===== src/rtl/align_chk_pkg.sv =====
package align_chk_pkg;
  localparam int unsigned SZ_W = 2;
  localparam int unsigned NUM_SIZES = 1 << SZ_W;
  localparam int unsigned VEC_W = 8;
  localparam logic [VEC_W-1:0] ALIGN_FAULT_VEC = 8'd17;
  localparam logic [1:0] USER_CPL = 2'd3;

  typedef enum logic [SZ_W-1:0] {
    SZ_B1 = 2'd0,
    SZ_B2 = 2'd1,
    SZ_B4 = 2'd2,
    SZ_B8 = 2'd3
  } acc_size_e;
endpackage


===== src/rtl/align_qual.sv =====
module align_qual
  import align_chk_pkg::*;
(
  input  logic       ac_flag_i,
  input  logic       am_bit_i,
  input  logic [1:0] cpl_i,
  output logic       qual_o
);
  always_comb qual_o = ac_flag_i & am_bit_i & (cpl_i == USER_CPL);
endmodule


===== src/rtl/align_detect.sv =====
module align_detect
  import align_chk_pkg::*;
#(
  parameter int unsigned ADDR_W = 32
) (
  input  logic [ADDR_W-1:0] addr_i,
  input  logic [SZ_W-1:0]   size_i,
  output logic              mis_o
);
  logic [ADDR_W-1:0] mask_tab [NUM_SIZES];
  logic [NUM_SIZES-1:0] mis_vec;

  // low-bit mask per size: size code k needs 2^k alignment
  for (genvar k = 0; k < NUM_SIZES; k++) begin : g_mask
    assign mask_tab[k] = ADDR_W'((64'd1 << k) - 64'd1);
    assign mis_vec[k]  = |(addr_i & mask_tab[k]);
  end

  always_comb mis_o = mis_vec[size_i];
endmodule


===== src/rtl/align_fault_ctl.sv =====
module align_fault_ctl
  import align_chk_pkg::*;
(
  input  logic             clk_i,
  input  logic             rst_ni,
  input  logic             fault_now_i,
  input  logic             ack_i,
  output logic             pend_o,
  output logic [VEC_W-1:0] vec_o
);
  logic pend_q, pend_d;

  always_comb begin
    pend_d = pend_q;
    if (pend_q) begin
      if (ack_i) pend_d = 1'b0;
    end else if (fault_now_i) begin
      pend_d = 1'b1;
    end
  end

  always_ff @(posedge clk_i or negedge rst_ni) begin
    if (!rst_ni) pend_q <= 1'b0;
    else         pend_q <= pend_d;
  end

  assign pend_o = pend_q;
  assign vec_o  = pend_q ? ALIGN_FAULT_VEC : '0;
endmodule


===== src/rtl/align_chk_unit.sv =====
module align_chk_unit
  import align_chk_pkg::*;
#(
  parameter int unsigned ADDR_W = 32
) (
  input  logic              clk_i,
  input  logic              rst_ni,
  input  logic              req_valid_i,
  input  logic [ADDR_W-1:0] req_addr_i,
  input  logic [1:0]        size_i,
  input  logic              req_write_i,
  input  logic [1:0]        cpl_i,
  input  logic              ac_flag_i,
  input  logic              am_bit_i,
  input  logic              fault_ack_i,
  output logic              mem_we_o,
  output logic              mem_re_o,
  output logic              suppress_o,
  output logic              fault_req_o,
  output logic [7:0]        fault_vec_o
);
  logic qual, mis, pend, fault_now, block;

  align_qual u_qual (
    .ac_flag_i (ac_flag_i),
    .am_bit_i  (am_bit_i),
    .cpl_i     (cpl_i),
    .qual_o    (qual)
  );

  align_detect #(.ADDR_W(ADDR_W)) u_detect (
    .addr_i (req_addr_i),
    .size_i (size_i),
    .mis_o  (mis)
  );

  align_fault_ctl u_ctl (
    .clk_i       (clk_i),
    .rst_ni      (rst_ni),
    .fault_now_i (fault_now),
    .ack_i       (fault_ack_i),
    .pend_o      (pend),
    .vec_o       (fault_vec_o)
  );

  always_comb begin
    fault_now  = req_valid_i & qual & mis & ~pend;
    block      = req_valid_i & ((qual & mis) | pend);
    suppress_o = block;
    mem_we_o   = req_valid_i & req_write_i & ~block;
    mem_re_o   = req_valid_i & ~req_write_i & ~block;
  end

  assign fault_req_o = pend;
endmodule


===== config.mk =====
export PLATFORM = sky130hd
export DESIGN_NAME = align_chk_unit
export DESIGN_NICKNAME = d
export VERILOG_FILES = /design/src/rtl/align_chk_pkg.sv /design/src/rtl/align_qual.sv /design/src/rtl/align_detect.sv /design/src/rtl/align_fault_ctl.sv /design/src/rtl/align_chk_unit.sv
export SDC_FILE = /design/constraint.sdc
export NUM_CORES = 1
export LEC_CHECK = 0
export BUFFER_PORTS_ARGS = -buffer_cell sky130_fd_sc_hd__clkbuf_2
export CAP_MARGIN = 25
export CORE_AREA = 5 5 42 44
export DETAILED_ROUTE_END_ITERATION = 8
export DIE_AREA = 0 0 47 49
export GPL_TIMING_DRIVEN = 0
export SLEW_MARGIN = 40
export SYNTH_ARGS = -nofsm -noshare
export SYNTH_HDL_FRONTEND = slang
export SYNTH_SLANG_ARGS = --single-unit

===== constraint.sdc =====
create_clock -name clk_i -period 1.65 [get_ports clk_i]
set_input_delay 0.33 -clock clk_i [delete_from_list [all_inputs] [get_ports clk_i]]
set_output_delay 0.33 -clock clk_i [all_outputs]
set_load 0.02 [all_outputs]

### After elaboration in Yosys (flattened, before gate mapping)

Cells that the tools add are included.

| storage, ports and cells | value |
|---|---|
| bits in registers | 1 |
| input port bits | 43 |
| output and inout port bits | 12 |
| logic and storage cells | 26 |

| cells by class | value |
|---|---|
| magnitude comparators | 1 |
| equality and inequality tests | 1 |
| multiplexer cells | 6 |
| bitwise gates (word level) | 15 |
| reductions and logical operators | 2 |

Operators with widths:

| operator | number |
|---|---|
| AND 1 bit | 11 |
| two-way mux 5 bit | 1 |
| two-way mux 1 bit | 4 |
| < comparator 2 x 3 -> 1 bit, second input constant | 1 |
| inverter 1 bit | 3 |
| OR reduction 3 bit | 1 |
| binary-select mux 1 bit (select 2 bit) | 1 |
| equality test 2 bit, second input constant | 1 |
| OR reduction 2 bit | 1 |
| OR 1 bit | 1 |

### Logic depth before layout (Yosys ltp)

Gate-level depths: netlist of run 1.

| depth | value |
|---|---|
| depth after elaboration | 8 |
| gate-level depth with buffers | 3 |
| gate-level depth less buffers | 3 |

### Modules after synthesis

From an unflattened synthesis of run 1, not the netlist that was laid out.

| unflattened totals | value |
|---|---|
| cells, all modules | 24 |
| area, all modules | 185.2 µm² |

By module, submodules not included:

| module | times used | cells each | area an instance (µm²) | seq. area each (µm²) |
|---|---|---|---|---|
| align_fault_ctl | 1 | 12 | 102.6 | 25.0 |
| align_chk_unit | 1 | 7 | 55.1 | 0.0 |
| align_detect | 1 | 4 | 18.8 | 0.0 |
| align_qual | 1 | 1 | 8.8 | 0.0 |

### Worst setup path after synthesis of run 1

Ideal clock, no wire load.

| timing | value |
|---|---|
| path kind | input -> output |
| start point | input am_bit_i |
| end point | output suppress_o |
| arrival | 1.175 ns |
| data required time | 1.320 ns |
| path slack | 0.145 ns |
| cell stages on the path | 3 |
| buffers on the path | 0 |
| cell sequence | and4_1 > a21oi_1 > nor3b_1 |

| on the way | value |
|---|---|
| longest elaborated chain between the ends | 5 |

RTL lines:

| element | RTL line | text |
|---|---|---|
| start, declared | align_chk_unit.sv:14 | `input logic am_bit_i,` |
| AND 1 bit (2 in a row) | align_qual.sv:9 | `always_comb qual_o = ac_flag_i & am_bit_i & (cpl_i == USER_CPL);` |
| AND 1 bit | align_chk_unit.sv:48 | `block = req_valid_i & ((qual & mis) \| pend);` |
| OR 1 bit | align_chk_unit.sv:48 |  |
| AND 1 bit | align_chk_unit.sv:48 |  |
| end, declared | align_chk_unit.sv:18 | `output logic suppress_o,` |

No other way between the ends.

### Final worst setup path of run 1

| timing | value |
|---|---|
| start point | input req_addr_i[1] |
| end point | output mem_we_o |

| on the way | value |
|---|---|
| longest elaborated chain between the ends | 8 |
| elaborated cells on any way between the ends | 9 |
| those cells by class | mux: 2; bitwise: 5; reduce/logical: 2 |

RTL lines:

| element | RTL line | text |
|---|---|---|
| start, declared | align_chk_unit.sv:9 | `input logic [ADDR_W-1:0] req_addr_i,` |
| OR reduction 3 bit / OR reduction 2 bit (equally long branches) | align_detect.sv:16 | `assign mis_vec[k] = \|(addr_i & mask_tab[k]);` |
| binary-select mux 1 bit (select 2 bit) (*) | align_detect.sv:19 | `always_comb mis_o = mis_vec[size_i];` |
| two-way mux 1 bit (implied by the code) (*) | align_detect.sv:19 |  |
| AND 1 bit (*) | align_chk_unit.sv:48 |  |
| OR 1 bit (*) | align_chk_unit.sv:48 |  |
| AND 1 bit (*) | align_chk_unit.sv:48 |  |
| inverter 1 bit (*) | align_chk_unit.sv:50 | `mem_we_o = req_valid_i & req_write_i & ~block;` |
| AND 1 bit (*) | align_chk_unit.sv:50 |  |
| end, declared | align_chk_unit.sv:16 | `output logic mem_we_o,` |

Every way passes the cells marked *; elsewhere a longest branch is shown, timed or not. The select of a mux whose other input is x is not followed.

==> flow_metrics.env, run 1 <==
export IMPL_status="finished, final reports clean"
export IMPL_critPathRequiredTime_ns=1.32
export IMPL_core_area_sq_um=1401
export IMPL_slew_viol_final=0
export IMPL_area_growth_pct=73.79
export IMPL_layout_common_cells="19 x clkbuf_2, 8 x buf_4, 6 x conb_1"
export IMPL_fillers=163
export IMPL_combPwrFrac_pct=72.4
export IMPL_routabilityCongestion=0.5897
export IMPL_pwr_share_seq_pct=27.6
export IMPL_num_antenna_cells=0
export IMPL_cell_internal_pwr_mw=0.05903
export IMPL_clk_pin_slew_ns=0
export IMPL_dr_total_vias=211
export IMPL_switching_power_mw=0.03781
export IMPL_ys_seq_area_share_pct=13.79
export IMPL_synth_cells=23
export IMPL_fp_dieW_um=47
export IMPL_finalWirelength_um=536
export IMPL_hold_viol_final=0
export IMPL_cts_resized=0
export IMPL_ys_seq_elements=1
export IMPL_fin_skew_ns=0
export IMPL_pin_count=55
export IMPL_largest_reg_flops=1
export IMPL_cp_start_kind="input port"
export IMPL_ir_drop_mv=0.06910
export IMPL_grt_max_degree=7
export IMPL_p_sw_share_pct=39.04
export IMPL_regArea_sq_um=25.02
export IMPL_track_usage_pct=4.498
export IMPL_avgSynthCellArea_sq_um=7.888
export IMPL_pwr_share_clk_pct=0
export IMPL_critical_path_class="input port to primary output"
export IMPL_viasPerCell=3.349
export IMPL_die_area_sq_um=2303
export IMPL_fin_crit_sh_pct=93.25
export IMPL_clock_fmax_ghz=0.6499
export IMPL_final_layout_size_suffix_gt1_share_pct=59.57
export IMPL_port_buffers=19
export IMPL_cellPowerDensity_nw_per_um2=307.1
export IMPL_grt_overflow=0
export IMPL_final_nets=92
export IMPL_drtIter0Drc=6
export IMPL_cts_hold_buf=0
export IMPL_grt_pass1_vias=231
export IMPL_rows=14
export IMPL_critPathMaxFanout=3
export IMPL_postCtsSetupBuffers=0
export IMPL_drv_cap=0
export IMPL_cp_common_cell="clkbuf_2"
export IMPL_slowest_delay_ns=0.27
export IMPL_wl_per_cell_um=8.508
export IMPL_mostFrequentLayoutCell="clkbuf_2"
export IMPL_grt_pass1_wl_um=862
export IMPL_hp_class="input port to async pin"
export IMPL_period_needed_ns=1.539
export IMPL_total_leakage_power_nw=0.2016
export IMPL_fin_setup_tns_ns=0
export IMPL_crit_path_cell_trace="clkbuf_2, o21a_1, a211oi_2, o211a_1, clkbuf_2"
export IMPL_rsz0062_at_grt="no"
export IMPL_worst_path_max_delay_cell="a211oi_2"
export IMPL_antenna_left=0
export IMPL_synthesis_area_sq_um=181.4
export IMPL_multi_input_area_sq_um=107.6
export IMPL_die_h_um=49
export IMPL_yosysWarnings=0
export IMPL_start_util_pct=12.95
export IMPL_critPathArrivalTime_ns=1.21
export IMPL_first_pass_iters=3
export IMPL_clk_latency_ns=0
export IMPL_antenna_found_initial=0
export IMPL_ys_types=13
export IMPL_worstSetupEndpointType="primary output"
export IMPL_finalSetupViolCount=0
export IMPL_drcViolationCount=0
export IMPL_dp_hpwl_um=515.3
export IMPL_power_mw=0.09684
## metrics by stage
stage / cells / instance area [sq um] / utilization, % / hold WS, ns / worst slack (ns)
global route: 63 / 315.3 / 22.50 / 0.1107 / 0.01342
floorplan: 28 / 200.2 / - / 0.03441 / 0.1453
CTS: 63 / 315.3 / 22.50 / 0.1073 / 0.07514
detailed placement: 63 / 315.3 / 22.50 / 0.1069 / 0.07743
finish: 63 / 315.3 / 22.50 / 0.1055 / 0.1113
global placement: 63 / 315.3 / 22.50 / 0.1049 / 0.08235
## worst max-delay path, delay by kind of cell
kind / cells / cell delay, ns
AO/OA/AOI/OAI: 3 / 0.63
buffers and inverters: 2 / 0.24
## routing by layer
layer,vias up,part of all wire (%),track usage (%),wire [um]
li1,116,-,-,-
met1,72,46,7.205,246
met2,23,29,5.882,156
met3,0,25,1.845,133
met4,0,0,0,0
met5,-,0,0,0
## cell type report
| type | instances | area share, % |
|---|---|---|
| multi-input combinational | 17 | 34.13 |
| timing repair buffer | 19 | 30.16 |
| buffer | 8 | 19.05 |
| sequential | 1 | 7.937 |
| tap | 16 | 6.349 |
| inverter | 2 | 2.381 |
## cell families after synthesis
| group | Yosys count | share of synthesized area (%) |
|---|---|---|
| buffers and inverters | 10 | 37.24 |
| AO/OA/AOI/OAI | 8 | 35.18 |
| AND/OR/NAND/NOR | 3 | 11.72 |
| flip-flops | 1 | 13.79 |
| other | 1 | 2.067 |
## power by group through the flow
stage	Combinational (mW)	Clock [mW]	Sequential (mW)
after floorplan	0.0448	0	0.0273
after global placement	0.0685	0	0.0267
after detailed placement	0.0695	0	0.0267
after CTS	0.0697	0	0.0268
after global routing	0.0777	0	0.0270
final	0.0701	0	0.0267
## synth_stat cells (all sizes together)
cell | number | area, sq um
a211oi | 1 | 12.51
a21o | 1 | 7.510
a21oi | 2 | 10.01
and4 | 1 | 8.760
buf | 8 | 60.06
conb | 1 | 3.750
dfrtp | 1 | 25.02
inv | 2 | 7.510
nand3 | 1 | 5.000
nor3b | 1 | 7.510
o211a | 2 | 20.02
o21a | 1 | 7.510
o22ai | 1 | 6.260
## worst paths after layout
path,startpoint,endpoint,slack (ns),depth (start not counted)
worst min-delay path,rst_ni,u_ctl.pend_o,0.11,1
worst min register to register,u_ctl.pend_o,u_ctl.pend_o,0.65,2
worst max register to register,u_ctl.pend_o,u_ctl.pend_o,0.88,3
min in group clk_i,fault_ack_i,u_ctl.pend_o,0.52,2
max in group asynchronous,rst_ni,u_ctl.pend_o,1.46,1
worst max-delay path,req_addr_i[1],mem_we_o,0.11,5
No activity file was read; power rests on OpenSTA's default activity.
==> run 2: changes to the inputs <==
==> constraint.sdc (replaced) <==
create_clock -name clk_i -period 1.65 [get_ports clk_i]
set_input_delay 0.495 -clock clk_i [delete_from_list [all_inputs] [get_ports clk_i]]
set_output_delay 0.495 -clock clk_i [all_outputs]
set_load 0.02 [all_outputs]
==> flow_metrics.env, run 2 (synthesis gave the netlist of run 1 again) <==
export IMPL_rows=14
export IMPL_antenna_left=0
export IMPL_critPathMaxFanout=3
export IMPL_viasPerCell=3.556
export IMPL_largest_reg_flops=1
export IMPL_final_nets=92
export IMPL_cts_hold_buf=0
export IMPL_fin_skew_ns=0
export IMPL_drv_cap=0
export IMPL_total_leakage_power_nw=0.2128
export IMPL_finalSetupViolCount=3
export IMPL_clk_latency_ns=0
export IMPL_status="finished, violations left"
export IMPL_cp_start_kind="input port"
export IMPL_fin_area_sq_um=357.8
export IMPL_track_usage_pct=4.779
export IMPL_dp_hpwl_um=508.5
export IMPL_finalWirelength_um=551
export IMPL_antenna_found_initial=0
export IMPL_clk_pin_slew_ns=0
export IMPL_pin_count=55
export IMPL_mostFrequentLayoutCell="clkbuf_2"
export IMPL_hold_viol_final=0
export IMPL_slew_viol_final=0
export IMPL_postCtsSetupBuffers=0
export IMPL_postPlaceCellArea_sq_um=320.3
export IMPL_ir_drop_mv=0.06543
export IMPL_rsz0062_at_grt="yes"
export IMPL_period_needed_ns=1.899
export IMPL_drtIter0Drc=0
export IMPL_layout_common_cells="15 x clkbuf_2, 9 x buf_4, 6 x conb_1"
export IMPL_drcViolationCount=0
export IMPL_cellPowerDensity_nw_per_um2=302.3
export IMPL_ff2ff_path_depth=3
export IMPL_grt_pass1_vias=228
export IMPL_fin_crit_sh_pct=115.1
export IMPL_routabilityCongestion=0.6094
export IMPL_final_layout_size_suffix_gt1_share_pct=63.83
export IMPL_clock_fmax_ghz=0.5267
export IMPL_start_util_pct=12.95
export IMPL_dr_total_vias=224
export IMPL_wl_per_cell_um=8.746
export IMPL_worstSetupEndpointType="primary output"
export IMPL_die_area_sq_um=2303
export IMPL_fp_dieW_um=47
export IMPL_critPathRequiredTime_ns=1.15
export IMPL_endpoint="mem_we_o"
export IMPL_critical_path_class="input port to primary output"
export IMPL_grt_overflow=0
export IMPL_reg2reg_from="u_ctl.pend_o"
export IMPL_grt_pass1_wl_um=897
export IMPL_grt_max_degree=7
export IMPL_critPathArrivalTime_ns=1.40
export IMPL_rrSetupSlack_ns=0.84
export IMPL_crit_start="size_i[1]"
export IMPL_num_antenna_cells=0
export IMPL_port_buffers=19
export IMPL_hp_class="input port to async pin"
export IMPL_core_area_sq_um=1401
export IMPL_fin_cells=63
export IMPL_dp_cells=63
export IMPL_first_pass_iters=1
export IMPL_timing_rr_end="u_ctl.pend_o"
export IMPL_timing_final_ws_setup_ns=-0.2487
export IMPL_failed_checks="setup timing"
export IMPL_area_growth_pct=97.24
export IMPL_die_h_um=49
==> run 2: per-stage QoR <==
| stage | hold WS [ns] | util (%) | TNS [ns] | total power [mW] | worst slack (ns) |
|---|---|---|---|---|---|
| 2_1_floorplan | 0.1994 | - | -0.1144 | 0.07304 | -0.05654 |
| 3_3_place_gp | 0.2699 | 22.86 | -0.6715 | 0.09614 | -0.2574 |
| 3_5_place_dp | 0.2713 | 22.86 | -0.7471 | 0.09749 | -0.2932 |
| 4_1_cts | 0.2717 | 24.91 | -0.6489 | 0.1065 | -0.2541 |
| 5_1_grt | 0.2734 | 25.54 | -0.7937 | 0.1162 | -0.2992 |
| 6_report | 0.2699 | 25.54 | -0.6378 | 0.1082 | -0.2487 |
==> run 2: worst min path at each step <==
stage,start,to,slack (ns),cells after the start
2_1_floorplan,rst_ni,u_ctl.pend_o,0.20,0
3_3_place_gp,rst_ni,u_ctl.pend_o,0.27,1
3_5_place_dp,rst_ni,u_ctl.pend_o,0.27,1
4_1_cts,rst_ni,u_ctl.pend_o,0.27,1
5_1_grt,rst_ni,u_ctl.pend_o,0.27,1
6_report,rst_ni,u_ctl.pend_o,0.27,1
==> run 2: worst max-delay path, cell delays in order <==
cell	delay (ns)
buf_6	0.09
a21o_1	0.20
a211oi_4	0.28
o211a_1	0.19
clkbuf_8	0.14
==> run 2: final cells by class <==
cell class | instances | area (sq um)
Fill cell | 167 | 1044
Multi-Input combinational cell | 17 | 123.9
Timing Repair Buffer | 19 | 121.4
Buffer | 8 | 60.06
Sequential cell | 1 | 25.02
Tap cell | 16 | 20.02
Inverter | 2 | 7.507
==> run 2: repair_timing <==
action / 4_1_cts / 5_1_grt
resized for setup: 6 / 3
hold endpoints to repair: 0 / 0
pin swaps: 1 / 1
setup endpoints to repair: 3 / 3
==> run 2: power breakdown <==
part	switching [mW]	internal, mW
sequential	0.00137	0.0256
clock	0	0
combinational	0.0400	0.0412
total	0.0414	0.0668
==> run 2: per-layer routing <==
| layer | part of all wire [%] | wire length [um] | vias up | global-route usage, % |
|---|---|---|---|---|
| met4 | 0 | 0 | 0 | 0 |
| li1 | - | - | 116 | - |
| met1 | 43 | 239 | 86 | 7.205 |
| met2 | 34 | 185 | 22 | 7.240 |
| met3 | 23 | 126 | 0 | 1.107 |
| met5 | 0 | 0 | - | 0 |
